## src/rtl/spi_fctl_pkg.sv

```systemverilog
package spi_fctl_pkg;

   // Store configuration: bit 0 makes TX single-entry, bit 1 makes RX single-entry
   typedef enum logic [1:0] {
      MODE_BOTH_FIFO = 2'd0,
      MODE_RX_FIFO   = 2'd1,
      MODE_TX_FIFO   = 2'd2,
      MODE_NO_FIFO   = 2'd3
   } fifo_mode_e;

   localparam int unsigned DMA_CH_TX = 0;
   localparam int unsigned DMA_CH_RX = 1;
   localparam int unsigned DMA_NCH   = 2;

endpackage

```

## src/rtl/sfc_fifo.sv

```systemverilog
module sfc_fifo #(
   parameter int unsigned WIDTH = 32,
   parameter int unsigned DEPTH = 4
) (
   input  logic             clk,
   input  logic             rst_n,
   input  logic             flush,
   input  logic             single,
   input  logic             push,
   input  logic             pop,
   input  logic [WIDTH-1:0] wdata,
   output logic [WIDTH-1:0] head,
   output logic             full,
   output logic             empty
);

   localparam int unsigned AW = (DEPTH > 1) ? $clog2(DEPTH) : 1;
   localparam int unsigned CW = AW + 1;

   if (DEPTH < 2 || (DEPTH & (DEPTH - 1)) != 0) begin : g_bad_depth
      $error("sfc_fifo: DEPTH must be a power of two, at least 2");
   end
   if (WIDTH < 1) begin : g_bad_width
      $error("sfc_fifo: WIDTH must be positive");
   end

   logic [WIDTH-1:0] mem [DEPTH];
   logic [AW-1:0]    wr_ptr, rd_ptr;
   logic [CW-1:0]    cnt;
   logic             do_push, do_pop, do_over;

   assign empty   = (cnt == '0);
   assign full    = single ? (cnt != '0) : (cnt == CW'(DEPTH));
   assign do_pop  = pop & ~empty;
   assign do_push = push & (~full | (single & do_pop));
   assign do_over = push & single & full & ~do_pop;
   assign head    = mem[rd_ptr];

   always_ff @(posedge clk) begin
      if (!flush) begin
         if (do_push)
            mem[wr_ptr] <= wdata;
         else if (do_over)
            mem[rd_ptr] <= wdata;
      end
   end

   always_ff @(posedge clk or negedge rst_n) begin
      if (!rst_n) begin
         wr_ptr <= '0;
         rd_ptr <= '0;
         cnt    <= '0;
      end else if (flush) begin
         wr_ptr <= '0;
         rd_ptr <= '0;
         cnt    <= '0;
      end else begin
         if (do_push) wr_ptr <= wr_ptr + AW'(1);
         if (do_pop)  rd_ptr <= rd_ptr + AW'(1);
         cnt <= cnt + CW'(do_push) - CW'(do_pop);
      end
   end

   p_no_overflow_r2: assert property (@(posedge clk) disable iff (!rst_n)
      cnt <= CW'(DEPTH));

   p_single_cap_r3: assert property (@(posedge clk) disable iff (!rst_n)
      (single && cnt <= CW'(1)) |=> (!single || cnt <= CW'(1)));

   p_pop_empty_r4: assert property (@(posedge clk) disable iff (!rst_n)
      (empty && !push) |=> empty);

   p_flush_r1: assert property (@(posedge clk) disable iff (!rst_n)
      flush |=> (empty && !full));

endmodule

```

## src/rtl/sfc_dmareq.sv

```systemverilog
module sfc_dmareq #(
   parameter int unsigned NCH = 2
) (
   input  logic           clk,
   input  logic           rst_n,
   input  logic           flush,
   input  logic           prio,
   input  logic [NCH-1:0] cond,
   input  logic [NCH-1:0] ack,
   output logic [NCH-1:0] req
);

   if (NCH < 1) begin : g_bad_nch
      $error("sfc_dmareq: NCH must be positive");
   end

   for (genvar i = 0; i < NCH; i++) begin : g_ch
      logic hold_r;

      // Low priority: one dead cycle after every acknowledge
      always_ff @(posedge clk or negedge rst_n) begin
         if (!rst_n)     hold_r <= 1'b0;
         else if (flush) hold_r <= 1'b0;
         else            hold_r <= ack[i] & ~prio;
      end

      assign req[i] = cond[i] & (prio | ~hold_r);

      p_lo_drop_r8: assert property (@(posedge clk) disable iff (!rst_n)
         (!prio && ack[i] && !flush) |=> (prio || !req[i]));

      p_hi_hold_r9: assert property (@(posedge clk) disable iff (!rst_n)
         (prio && ack[i] && req[i] && !flush) |=> (req[i] || !cond[i] || !prio));
   end

endmodule

```

## src/rtl/spi_fifo_ctl.sv

```systemverilog
module spi_fifo_ctl
   import spi_fctl_pkg::*;
#(
   parameter int unsigned DATA_W     = 32,
   parameter int unsigned FIFO_DEPTH = 4
) (
   input  logic              clk,
   input  logic              rst_n,
   input  logic              cfg_en,
   input  logic              cfg_srst,
   input  logic [1:0]        cfg_mode,
   input  logic              cfg_prio,
   input  logic              cfg_irq_mask,
   input  logic              cfg_txnf_irq,
   input  logic              cfg_dma_tx_sel,
   input  logic              bus_wr,
   input  logic [DATA_W-1:0] bus_wdata,
   input  logic              bus_rd,
   output logic [DATA_W-1:0] bus_rdata,
   input  logic              bus_clr,
   output logic [DATA_W-1:0] eng_tx_data,
   input  logic              eng_tx_take,
   input  logic              eng_rx_valid,
   input  logic [DATA_W-1:0] eng_rx_data,
   input  logic              dma_tx_ack,
   input  logic              dma_rx_ack,
   output logic              dma_tx_req,
   output logic              dma_rx_req,
   output logic              tx_full,
   output logic              tx_empty,
   output logic              rx_full,
   output logic              rx_empty,
   output logic              busy,
   output logic              int_flag,
   output logic              irq
);

   if (DATA_W < 8) begin : g_bad_dw
      $error("spi_fifo_ctl: DATA_W must be at least 8");
   end

   fifo_mode_e           mode;
   logic                 active, flush;
   logic                 tx_sgl, rx_sgl;
   logic [DATA_W-1:0]    rx_head;
   logic                 int_r, done_pend, rdata_upd;
   logic [DMA_NCH-1:0]   dma_cond, dma_ack, dma_req;
   logic                 tx_cond;
   logic [DATA_W-1:0]    rdata_r;

   assign mode   = fifo_mode_e'(cfg_mode);
   assign active = cfg_en & ~cfg_srst;
   assign flush  = ~active;
   assign tx_sgl = (mode == MODE_RX_FIFO) || (mode == MODE_NO_FIFO);
   assign rx_sgl = (mode == MODE_TX_FIFO) || (mode == MODE_NO_FIFO);

   // Transfers pause only on a full RX FIFO; a single-entry RX buffer is overwritten
   assign busy = active & ~tx_empty & ~(rx_full & ~rx_sgl);

   sfc_fifo #(.WIDTH(DATA_W), .DEPTH(FIFO_DEPTH)) u_tx (
      .clk   (clk),
      .rst_n (rst_n),
      .flush (flush),
      .single(tx_sgl),
      .push  (bus_wr),
      .pop   (eng_tx_take & busy),
      .wdata (bus_wdata),
      .head  (eng_tx_data),
      .full  (tx_full),
      .empty (tx_empty)
   );

   sfc_fifo #(.WIDTH(DATA_W), .DEPTH(FIFO_DEPTH)) u_rx (
      .clk   (clk),
      .rst_n (rst_n),
      .flush (flush),
      .single(rx_sgl),
      .push  (eng_rx_valid),
      .pop   (bus_rd),
      .wdata (eng_rx_data),
      .head  (rx_head),
      .full  (rx_full),
      .empty (rx_empty)
   );

   // Sticky interrupt flag: a new word wins over a clear in the same cycle
   always_ff @(posedge clk or negedge rst_n) begin
      if (!rst_n)            int_r <= 1'b0;
      else if (flush)        int_r <= 1'b0;
      else if (eng_rx_valid) int_r <= 1'b1;
      else if (bus_clr)      int_r <= 1'b0;
   end
   assign int_flag = int_r;
   assign irq      = (int_r & cfg_irq_mask) | (cfg_txnf_irq & ~tx_full & active);

   // Completed-transfer trigger for the no-FIFO TX request
   always_ff @(posedge clk or negedge rst_n) begin
      if (!rst_n)                     done_pend <= 1'b0;
      else if (flush)                 done_pend <= 1'b0;
      else if (eng_rx_valid)          done_pend <= 1'b1;
      else if (dma_tx_ack || bus_wr)  done_pend <= 1'b0;
   end

   assign rdata_upd = bus_rd & ~rx_empty;
   always_ff @(posedge clk or negedge rst_n) begin
      if (!rst_n)         rdata_r <= '0;
      else if (flush)     rdata_r <= '0;
      else if (rdata_upd) rdata_r <= rx_head;
   end
   assign bus_rdata = rdata_r;

   assign tx_cond = (mode == MODE_NO_FIFO && !cfg_dma_tx_sel) ? done_pend : ~tx_full;

   assign dma_cond[DMA_CH_TX] = tx_cond & active;
   assign dma_cond[DMA_CH_RX] = ~rx_empty & active;
   assign dma_ack[DMA_CH_TX]  = dma_tx_ack;
   assign dma_ack[DMA_CH_RX]  = dma_rx_ack;

   sfc_dmareq #(.NCH(DMA_NCH)) u_dma (
      .clk  (clk),
      .rst_n(rst_n),
      .flush(flush),
      .prio (cfg_prio),
      .cond (dma_cond),
      .ack  (dma_ack),
      .req  (dma_req)
   );

   assign dma_tx_req = dma_req[DMA_CH_TX];
   assign dma_rx_req = dma_req[DMA_CH_RX];

   p_flag_hold_r6: assert property (@(posedge clk) disable iff (!rst_n)
      (int_flag && !bus_clr && active) |=> int_flag);

   p_flag_set_r6: assert property (@(posedge clk) disable iff (!rst_n)
      (eng_rx_valid && active) |=> int_flag);

   p_rd_stable_r4: assert property (@(posedge clk) disable iff (!rst_n)
      (rx_empty && active) |=> $stable(bus_rdata));

   p_suspend_r5: assert property (@(posedge clk) disable iff (!rst_n)
      (rx_full && !rx_sgl) |-> !busy);

endmodule

```

## config.mk

```make
export PLATFORM = sky130hd
export DESIGN_NAME = spi_fifo_ctl
export DESIGN_NICKNAME = d
export VERILOG_FILES = /design/src/rtl/spi_fctl_pkg.sv /design/src/rtl/sfc_fifo.sv /design/src/rtl/sfc_dmareq.sv /design/src/rtl/spi_fifo_ctl.sv
export SDC_FILE = /design/constraint.sdc
export NUM_CORES = 1
export LEC_CHECK = 0
export BUFFER_PORTS_ARGS = -buffer_cell sky130_fd_sc_hd__buf_2
export CAP_MARGIN = 10
export CORE_ASPECT_RATIO = 0.75
export CORE_MARGIN = 2
export CORE_UTILIZATION = 57
export DETAILED_ROUTE_END_ITERATION = 8
export HOLD_SLACK_MARGIN = 0.02
export PLACE_DENSITY_LB_ADDON = 0.2
export REMOVE_ABC_BUFFERS = 1
export SETUP_SLACK_MARGIN = 0.3
export SLEW_MARGIN = 20
export SYNTH_ARGS = -nofsm -noshare
export SYNTH_HDL_FRONTEND = slang
export SYNTH_HIERARCHICAL = 1
export SYNTH_SLANG_ARGS = --single-unit
```

## constraint.sdc

```tcl
create_clock -name clk -period 4.8 [get_ports clk]
set_clock_uncertainty 0.2 [all_clocks]
set_input_delay 0.96 -clock clk [delete_from_list [all_inputs] [get_ports clk]]
set_output_delay 0.96 -clock clk [all_outputs]
set_load 0.05 [all_outputs]
```

# Yosys cells after proc, flatten, opt, wreduce, memory -nomap -nowiden
# Memories as Yosys holds them, arrays and structs flattened.
# Index checks and enable logic that the tools add are counted.
[word_totals] regBits=50 latchBits=0 ram_bits=256 romBits=0 inputBits=81 output_inout_bits=73 word_cells=129 memories=2
[mem_list] name="u_rx.mem" depth=4 word_bits=32 rd=1 rd_ports_with_merged_regs=0 wr=1 line_no="sfc_fifo.sv:27" source="logic [WIDTH-1:0] mem [DEPTH];"
[mem_list] name="u_tx.mem" depth=4 word_bits=32 rd=1 rd_ports_with_merged_regs=0 wr=1 line_no="sfc_fifo.sv:27"
[op_classes] n_addsub=8 n_mul=0 div_mod_pow=0 n_lt_le_gt_ge=0 eq_ne=11 shift=0 n_mux=43 bitwise=43 n_reduce_logical=11
[ops] op="32-bit 2-to-1 mux" n=4
[ops] op="32-bit OR reduction" n=2
[ops] op="1-bit 2-to-1 mux" n=27
[ops] op="1-bit AND" n=26
[ops] op="2-bit 2-to-1 mux" n=10
[ops] op="1-bit NOT" n=12
[ops] op="2-bit by 1-bit adder with 2-bit output (second input constant)" n=4
[ops] op="2-bit by 1-bit != test with 1-bit output (second input constant)" n=4
[ops] op="3-bit by 1-bit adder with 3-bit output" n=2
[ops] op="3-bit == test (second input constant)" n=2
[ops] op="3-bit logical NOT" n=2
[ops] op="3-bit 2-to-1 mux" n=2
[ops] op="3-bit nonzero test" n=2
[ops] op="3-bit by 1-bit subtractor with 3-bit output" n=2
[ops] op="1-bit bitwise OR" n=5
[ops] op="2-bit == test (second input constant)" n=2
[ops] op="1-bit logical OR" n=3
[ops] op="3-bit by 2-bit != test with 1-bit output (second input constant)" n=1
[ops] op="3-bit != test (second input constant)" n=1
[ops] op="2-bit by 1-bit == test with 1-bit output (second input constant)" n=1
[ops] op="1-bit logical AND" n=1
[ops] op="1-bit logical NOT" n=1

# Logic depth before layout (Yosys ltp)
# Gate-level depths: netlist of the first run.
[logic_depth] ltp_word=16 ltp_mapped=15 depth_no_buf=15

# By module
# The synthesis of the first run kept the hierarchy.
[by_module_without_submodules] module="sfc_fifo" instances=2 cells_per_inst=219 area_per_inst_um2=5078.6 seq_area_each_um2=4018.9
[by_module_without_submodules] module="spi_fifo_ctl" instances=1 cells_per_inst=96 area_per_inst_um2=1327.5 seq_area_each_um2=850.8
[by_module_without_submodules] module="sfc_dmareq" instances=1 cells_per_inst=7 area_per_inst_um2=91.3 seq_area_each_um2=50.0

# Worst setup path after synthesis of the first run
# Ideal clock, no wire load.
[synth_timing] kind="input port to flip-flop" from="input port cfg_mode[1]" to="memory u_tx.mem[0][0], enable pin" setup_time_ps=421 arrival_time_ps=4986 required_ps=4179 slack_ps=-807 cell_stages=10 path_buffers=1 cell_sequence="clkbuf_1 -> mux2_2 -> nor2b_1 -> nor3_1 -> and2_1 -> and2_1 -> o31a_4 -> inv_2 -> o32a_1 -> nor2_1"
[synth_via] elab_chain_len=16 elab_cells_between_ends=31 classes_between="eq/ne (3); mux (11); bitwise (14); reduce/logical (3)"
[synth_rtl] item="start, declared" line_no="spi_fifo_ctl.sv:11" source="input logic [1:0] cfg_mode,"
[synth_rtl] item="2-bit == test" line_no="spi_fifo_ctl.sv:55" source="assign rx_sgl = (mode == MODE_TX_FIFO) || (mode == MODE_NO_FIFO);"
[synth_rtl] item="1-bit logical OR *" line_no="spi_fifo_ctl.sv:55"
[synth_rtl] item="1-bit 2-to-1 mux *" line_no="sfc_fifo.sv:33" source="assign full = single ? (cnt != '0) : (cnt == CW'(DEPTH));"
[synth_rtl] item="net rx_full" line_no="spi_fifo_ctl.sv:31" source="output logic rx_full,"
[synth_rtl] item="1-bit AND *" line_no="spi_fifo_ctl.sv:58" source="assign busy = active & ~tx_empty & ~(rx_full & ~rx_sgl);"
[synth_rtl] item="1-bit NOT *" line_no="spi_fifo_ctl.sv:58"
[synth_rtl] item="1-bit AND *" line_no="spi_fifo_ctl.sv:58"
[synth_rtl] item="net busy" line_no="spi_fifo_ctl.sv:33" source="output logic busy,"
[synth_rtl] item="[2 not listed]"
[synth_rtl] item="1-bit AND / 1-bit NOT (equally long branches)" line_no="sfc_fifo.sv:35, sfc_fifo.sv:36"
[synth_rtl] item="1-bit bitwise OR / 1-bit AND (equally long branches)" line_no="sfc_fifo.sv:35, sfc_fifo.sv:36"
[synth_rtl] item="1-bit AND / 1-bit 2-to-1 mux (equally long branches)" line_no="sfc_fifo.sv:35, sfc_fifo.sv:43"
[synth_rtl] item="1-bit 2-to-1 mux" line_no="sfc_fifo.sv:41" source="if (do_push)"
[synth_rtl] item="1-bit 2-to-1 mux" line_no="sfc_fifo.sv:40" source="if (!flush) begin"
[synth_rtl] item="1-bit 2-to-1 mux (not written as such)" line_no="sfc_fifo.sv:44" source="mem[rd_ptr] <= wdata;"
[synth_rtl] item="32-bit OR reduction (no source line)"
[synth_rtl] item="2-bit 2-to-1 mux (no source line) / 1-bit 2-to-1 mux (equally long branches)"
[synth_rtl] item="end, declared" line_no="sfc_fifo.sv:27"
# The timed path passes the listed nets; every way through them passes the cells marked *.

# Worst setup path in the final report of the first run
[layout_timing] from="register u_tx.rd_ptr[0]" to="output port eng_tx_data[4]"
[layout_via] elab_chain_len=1
[layout_rtl] item="start, declared" line_no="sfc_fifo.sv:28" source="logic [AW-1:0] wr_ptr, rd_ptr;"
[layout_rtl] item="start signal, assigned" line_no="sfc_fifo.sv:59" source="if (do_pop) rd_ptr <= rd_ptr + AW'(1);"
[layout_rtl] item="memory read 4 x 32 bit"
[layout_rtl] item="end, declared" line_no="spi_fifo_ctl.sv:21" source="output logic [DATA_W-1:0] eng_tx_data,"
# Every way passes these cells.

==> flow_metrics.tcl, run 1 <==
set metrics [dict create \
    outcome "finished clean" \
    synth_largest_area_cell "edfxtp_1" \
    period_minus_slack_ns 3.760 \
    cts_buffer_depth 3 \
    ys_seq_area_frac 0.7722 \
    fp.coreArea_um2 20100 \
    dr_total_vias 5671 \
    relSlewSlack 0.2879 \
    path_class "reg2out" \
    synth_flop_cell "edfxtp_1" \
    drive_gt1_frac 0.4147 \
    ctsHoldBuffers 0 \
    rsz0062_at_grt "no" \
    grtUsageTotal 0.2033 \
    fin_area_um2 13620 \
    layout-area-overhead-vs-synth_pct 17.68 \
    overflow 0 \
    clk_latency_ns 0.54 \
    hold_end "bus_rdata[17]" \
    clkSinkCount 306 \
    crit_fanout 22 \
    numCtsBuffers 28 \
    fmax_mhz 266.0 \
    post_cts_buffers 0 \
    syn_inst 541 \
    diodes 0 \
    place_area_um2 12690 \
    wl_per_cell_um 21.36 \
    synthArstFlopShare 0.1634 \
    first_global_vias 5985 \
    irDropWorstVdd_mv 0.3297 \
    maxSlewViolCount 0 \
    num-fill-cells 1305 \
    synth_seq_cells 306 \
    hp-class "reg2reg" \
    drc 0 \
    syn_area_um2 11580 \
    synth_cell_types 38 \
    routed_wl_um 21170 \
    final_util 0.6777 \
    path_clk_slew_ns 0.06 \
    r2r-end "u_tx/mem[2][16]" \
    final_nets 798 \
    reg2reg_slack_ns 1.47 \
    fin_tns_setup_ns 0 \
    leakagePower_nw 4.944 \
    dp_slack_ns 1.073 \
    cp.arrival_ns 2.60 \
    final_cell_mix "edfxtp_1 (256), buf_2 (153), mux4_2 (64)" \
    die_w_um 168.6 \
    cts_max_level 1 \
    first_pass_iters 4 \
    powerDensity_nw_per_um2 400.4 \
    hold_path_depth 1 \
    grt_pass1_wl_um 32980 \
    hpwl_um 12670 \
    cts_root_buf "clkbuf_16" \
    end_kind "output port" \
    die_h_um 127.4 \
    antenna_found_initial 2 \
    post_cts_resized 0 \
    max_cap_viol_count 0 \
    drt-initial-drc-count 383 \
    cp-start-kind "register" \
    multi_input_area_um2 2497 \
    antenna_left 0 \
    synth_area_leaders "edfxtp_1 (66%), mux4_2 (12%), dfrtp_1 (11%)" \
    dieArea_um2 21480 \
    synth_warnings 6 \
    power_w 0.005455 \
    synth_top_cell_area_share 0.6641 \
    grt_max_degree 51 \
    ff_latch_area_um2 8942 \
    routabilityCongestion 0.7849 \
    finalWorstSetupSlack_ns 1.040 \
    final-setup-viol-count 0 \
    crit_path_cell_trace "buf_4, mux4_2, buf_2" \
    finalHoldViolations 0 \
    max_stage_delay_ns 0.82 \
    r2r_cells 11 \
    regToRegStartpoint "u_rx/cnt[1]" \
    finalCritPeriodShare 0.7833 \
    placement.io_buffers 153 \
    min_from "bus_rdata[17]" \
    worstMarginPinSlew_ns 1.066 \
    viasPerCell 5.723 \
    ios 154 \
    rows 45 \
    cts_tree "built" \
    critPathRequiredTime_ns 3.64 \
    synth_area_per_cell_um2 21.40 \
    start_util 0.5759 \
    synth_edf_count 256 \
    cp_slowest_cell "dfrtp_2" \
    layout_commonest_cell "edfxtp_1" \
]
## critical path, delay by kind of cell, from the launching register on
family | cells | cell delay (ns)
buffers and inverters | 2 | 0.65
DFF | 1 | 0.82
muxes | 1 | 0.56
## per-stage QoR
stage                     hold WS (ns)  instances
after global placement          0.2823        939
final                           0.2975        991
after global routing            0.3160        991
after floorplan                 0.2763        514
after detailed placement        0.2882        939
after CTS                       0.3062        991
## cell usage after synthesis, drive strengths merged (3+ instances only)
| cell type | instances |
|---|---|
| nand2 | 6 |
| xnor2 | 4 |
| clkbuf | 8 |
| o32a | 4 |
| nand2b | 3 |
| buf | 19 |
| xor2 | 4 |
| nor2 | 27 |
| nor2b | 3 |
| a22o | 32 |
| mux2i | 3 |
| a21oi | 7 |
| mux4 | 64 |
| edfxtp | 256 |
| mux2 | 4 |
| and2 | 5 |
| nor3b | 3 |
| inv | 16 |
| dfrtp | 50 |
| ha | 4 |
## where the power goes
group          leakage (nW)  internal (W)  switching, W
combinational          1.51      0.000109      0.000213
sequential             3.00       0.00292     0.0000169
clock                 0.439       0.00127      0.000918
## cells by family after synthesis
group | synth area share
buffers and inverters | 0.01794
multiplexers | 0.1310
XOR/XNOR | 0.006052
flip-flops | 0.7722
adder cells (fa/ha/maj) | 0.007782
AND/OR/NAND/NOR | 0.02540
AO/OA/AOI/OAI | 0.03967
## sequential cells by signal, indices dropped and copies added (netlist names)
signal	cells
u_tx/mem	128
int_flag	1
u_tx/rd_ptr	2
u_rx/rd_ptr	2
u_tx/cnt	3
u_dma/g_ch.hold_r	2
u_rx/wr_ptr	2
u_rx/cnt	3
u_tx/wr_ptr	2
u_rx/mem	128
bus_rdata	32
done_pend	1
## worst max path at each step
stage / from / to / slack, ns / cells past startpoint
4_1_cts: u_tx/rd_ptr[0] / eng_tx_data[4] / 0.96 / 3
3_3_place_gp: cfg_mode[1] / u_tx/mem[1][24] / 1.13 / 11
6_report: u_tx/rd_ptr[0] / eng_tx_data[4] / 1.04 / 3
2_1_floorplan: cfg_mode[1] / u_tx/mem[0][0] / -0.71 / 9
5_1_grt: u_tx/rd_ptr[0] / eng_tx_data[24] / 0.84 / 3
3_5_place_dp: cfg_mode[1] / u_tx/mem[2][7] / 1.07 / 11
## cell type report
| type | count | area share |
|---|---|---|
| tap | 258 | 0.02370 |
| clock buffer | 37 | 0.05538 |
| inverter | 16 | 0.004409 |
| sequential | 306 | 0.6564 |
| multi-input combinational | 192 | 0.1833 |
| timing repair buffer | 167 | 0.06392 |
| clock inverter | 15 | 0.01286 |
## metal layers
layer,share of wire,track usage
met1,0.42,0.2831
met2,0.50,0.3396
met3,0.061,0.04275
met4,0.017,0.04665
met5,0.00099,0
Note: power is estimated with default switching activity, not from simulation.
==> inputs of run 2 (changes only) <==
- clock period: 4.8 -> 3.9 ns (I/O delays scaled with it)
==> flow_metrics.tcl, run 2 (synthesis results as in run 1) <==
set metrics [dict create \
    outcome "finished clean" \
    cts_tree "built" \
    dr_total_vias 5616 \
    critPathRequiredTime_ns 4.11 \
    ios 154 \
    rows 45 \
    post_cts_buffers 0 \
    final_nets 801 \
    cp_slowest_cell "dfrtp_1" \
    num-fill-cells 1304 \
    clk_latency_ns 0.53 \
    leakagePower_nw 4.988 \
    grtUsageTotal 0.1988 \
    maxSlewViolCount 0 \
    die_w_um 168.6 \
    finalHoldViolations 0 \
    r2r_cells 15 \
    final_cell_mix "edfxtp_1 (256), buf_2 (153), mux4_2 (64)" \
    placement.io_buffers 153 \
    powerDensity_nw_per_um2 484.5 \
    relSlewSlack 0.3925 \
    irDropWorstVdd_mv 0.3934 \
    final-setup-viol-count 0 \
    clkSinkCount 306 \
    drive_gt1_frac 0.4220 \
    hpwl_um 12980 \
    die_h_um 127.4 \
    path_delay_family "simple AND/OR/NAND/NOR gates" \
    ctsHoldBuffers 0 \
    reg2reg_slack_ns 0.52 \
    ff_latch_area_um2 8942 \
    routabilityCongestion 0.7952 \
    cts_root_buf "clkbuf_16" \
    overflow 0 \
    drc 0 \
    multi_input_area_um2 2497 \
    cts_max_level 1 \
    diodes 0 \
    start_util 0.5759 \
    fmax_mhz 296.2 \
    cts_buffer_depth 3 \
    wl_per_cell_um 21.10 \
    viasPerCell 5.644 \
    cp-start-kind "register" \
    fp.coreArea_um2 20100 \
    post_cts_resized 0 \
    holdWs_ns 0.04882 \
    first_global_vias 5822 \
    grt_max_degree 36 \
    path_clk_slew_ns 0.06 \
    r2r-end "u_tx/cnt[2]" \
    max_cap_viol_count 0 \
    period_minus_slack_ns 3.377 \
    finalWorstSetupSlack_ns 0.5234 \
    drt-initial-drc-count 308 \
    rsz0062_at_grt "no" \
    end_kind "register" \
    numCtsBuffers 29 \
    dp_slack_ns 0.3035 \
    critical_path_buf_inv_count 3 \
    hp-class "in2async" \
    worstMarginPinSlew_ns 0.9112 \
    crit_path_cell_trace "nor2_1, mux2_2, nor2b_1, nor3_1, and2_1, and2_1, o31a_4, inv_2, ha_1, inv_1, ha_1, inv_1, fa_1, xnor2_1, nor2_1" \
    critPathLaunch "u_rx/cnt[1]" \
    grt_pass1_wl_um 32390 \
    layout-area-overhead-vs-synth_pct 18.68 \
    dieArea_um2 21480 \
    first_pass_iters 4 \
    antenna_left 0 \
    path_class "reg2reg" \
    crit_cells 15 \
    finalCritPeriodShare 0.8658 \
    cp.arrival_ns 3.59 \
    regToRegStartpoint "u_rx/cnt[1]" \
    routed_wl_um 20990 \
    crit_fanout 5 \
    crit_end "u_tx/cnt[2]" \
    antenna_found_initial 2 \
    max_stage_delay_ns 0.44 \
    layout_commonest_cell "edfxtp_1" \
]
## run 2: stage by stage
stage	util	power, W	instances	setup TNS (ns)	cell area [µm²]
2_1_floorplan	-	0.003931	514	-183.62	11430
3_5_place_dp	0.6378	0.004097	941	0	12820
4_1_cts	0.6835	0.006719	995	0	13740
3_3_place_gp	0.6378	0.004079	941	0	12820
6_report	0.6835	0.006656	995	0	13740
5_1_grt	0.6835	0.006885	995	0	13740
## run 2: worst reg2reg max path: stages, from the launching register on
cell,delay (ns)
dfrtp_1,0.44
nor2_1,0.14
mux2_2,0.35
nor2b_1,0.13
nor3_1,0.23
and2_1,0.24
and2_1,0.16
o31a_4,0.16
inv_2,0.06
ha_1,0.29
inv_1,0.06
ha_1,0.13
inv_1,0.06
fa_1,0.41
xnor2_1,0.16
nor2_1,0.06
## run 2: worst min path at each step
stage,from,to,slack (ns)
after CTS,rst_n,bus_rdata[20],0.05
after floorplan,rst_n,bus_rdata[0],0.28
after global routing,rst_n,bus_rdata[25],0.07
after global placement,bus_rdata[24],bus_rdata[24],0.28
final,rst_n,bus_rdata[20],0.05
after detailed placement,bus_rdata[16],bus_rdata[16],0.29
## run 2: area by class of cell
type                            count  share of cell area
Clock inverter                      9            0.003734
Timing Repair Buffer              169             0.07268
Sequential cell                   306              0.6509
Tap cell                          258             0.02350
Clock buffer                       45             0.06302
Multi-Input combinational cell    192              0.1818
Inverter                           16            0.004372
## run 2: where the power goes
group / switching (W) / internal (W) / leakage, nW
logic: 0.000262 / 0.000140 / 1.54
registers: 0.0000225 / 0.00360 / 3.00
clock network: 0.00111 / 0.00152 / 0.448
total: 0.00139 / 0.00526 / 4.99
## run 2: routing by layer
layer | global-route usage | vias up | part of all wire
li1 | - | 2536 | -
met1 | 0.2869 | 2921 | 0.44
met2 | 0.3212 | 133 | 0.49
met3 | 0.04399 | 22 | 0.054
met4 | 0.04209 | 4 | 0.011
met5 | 0 | - | 0.0013
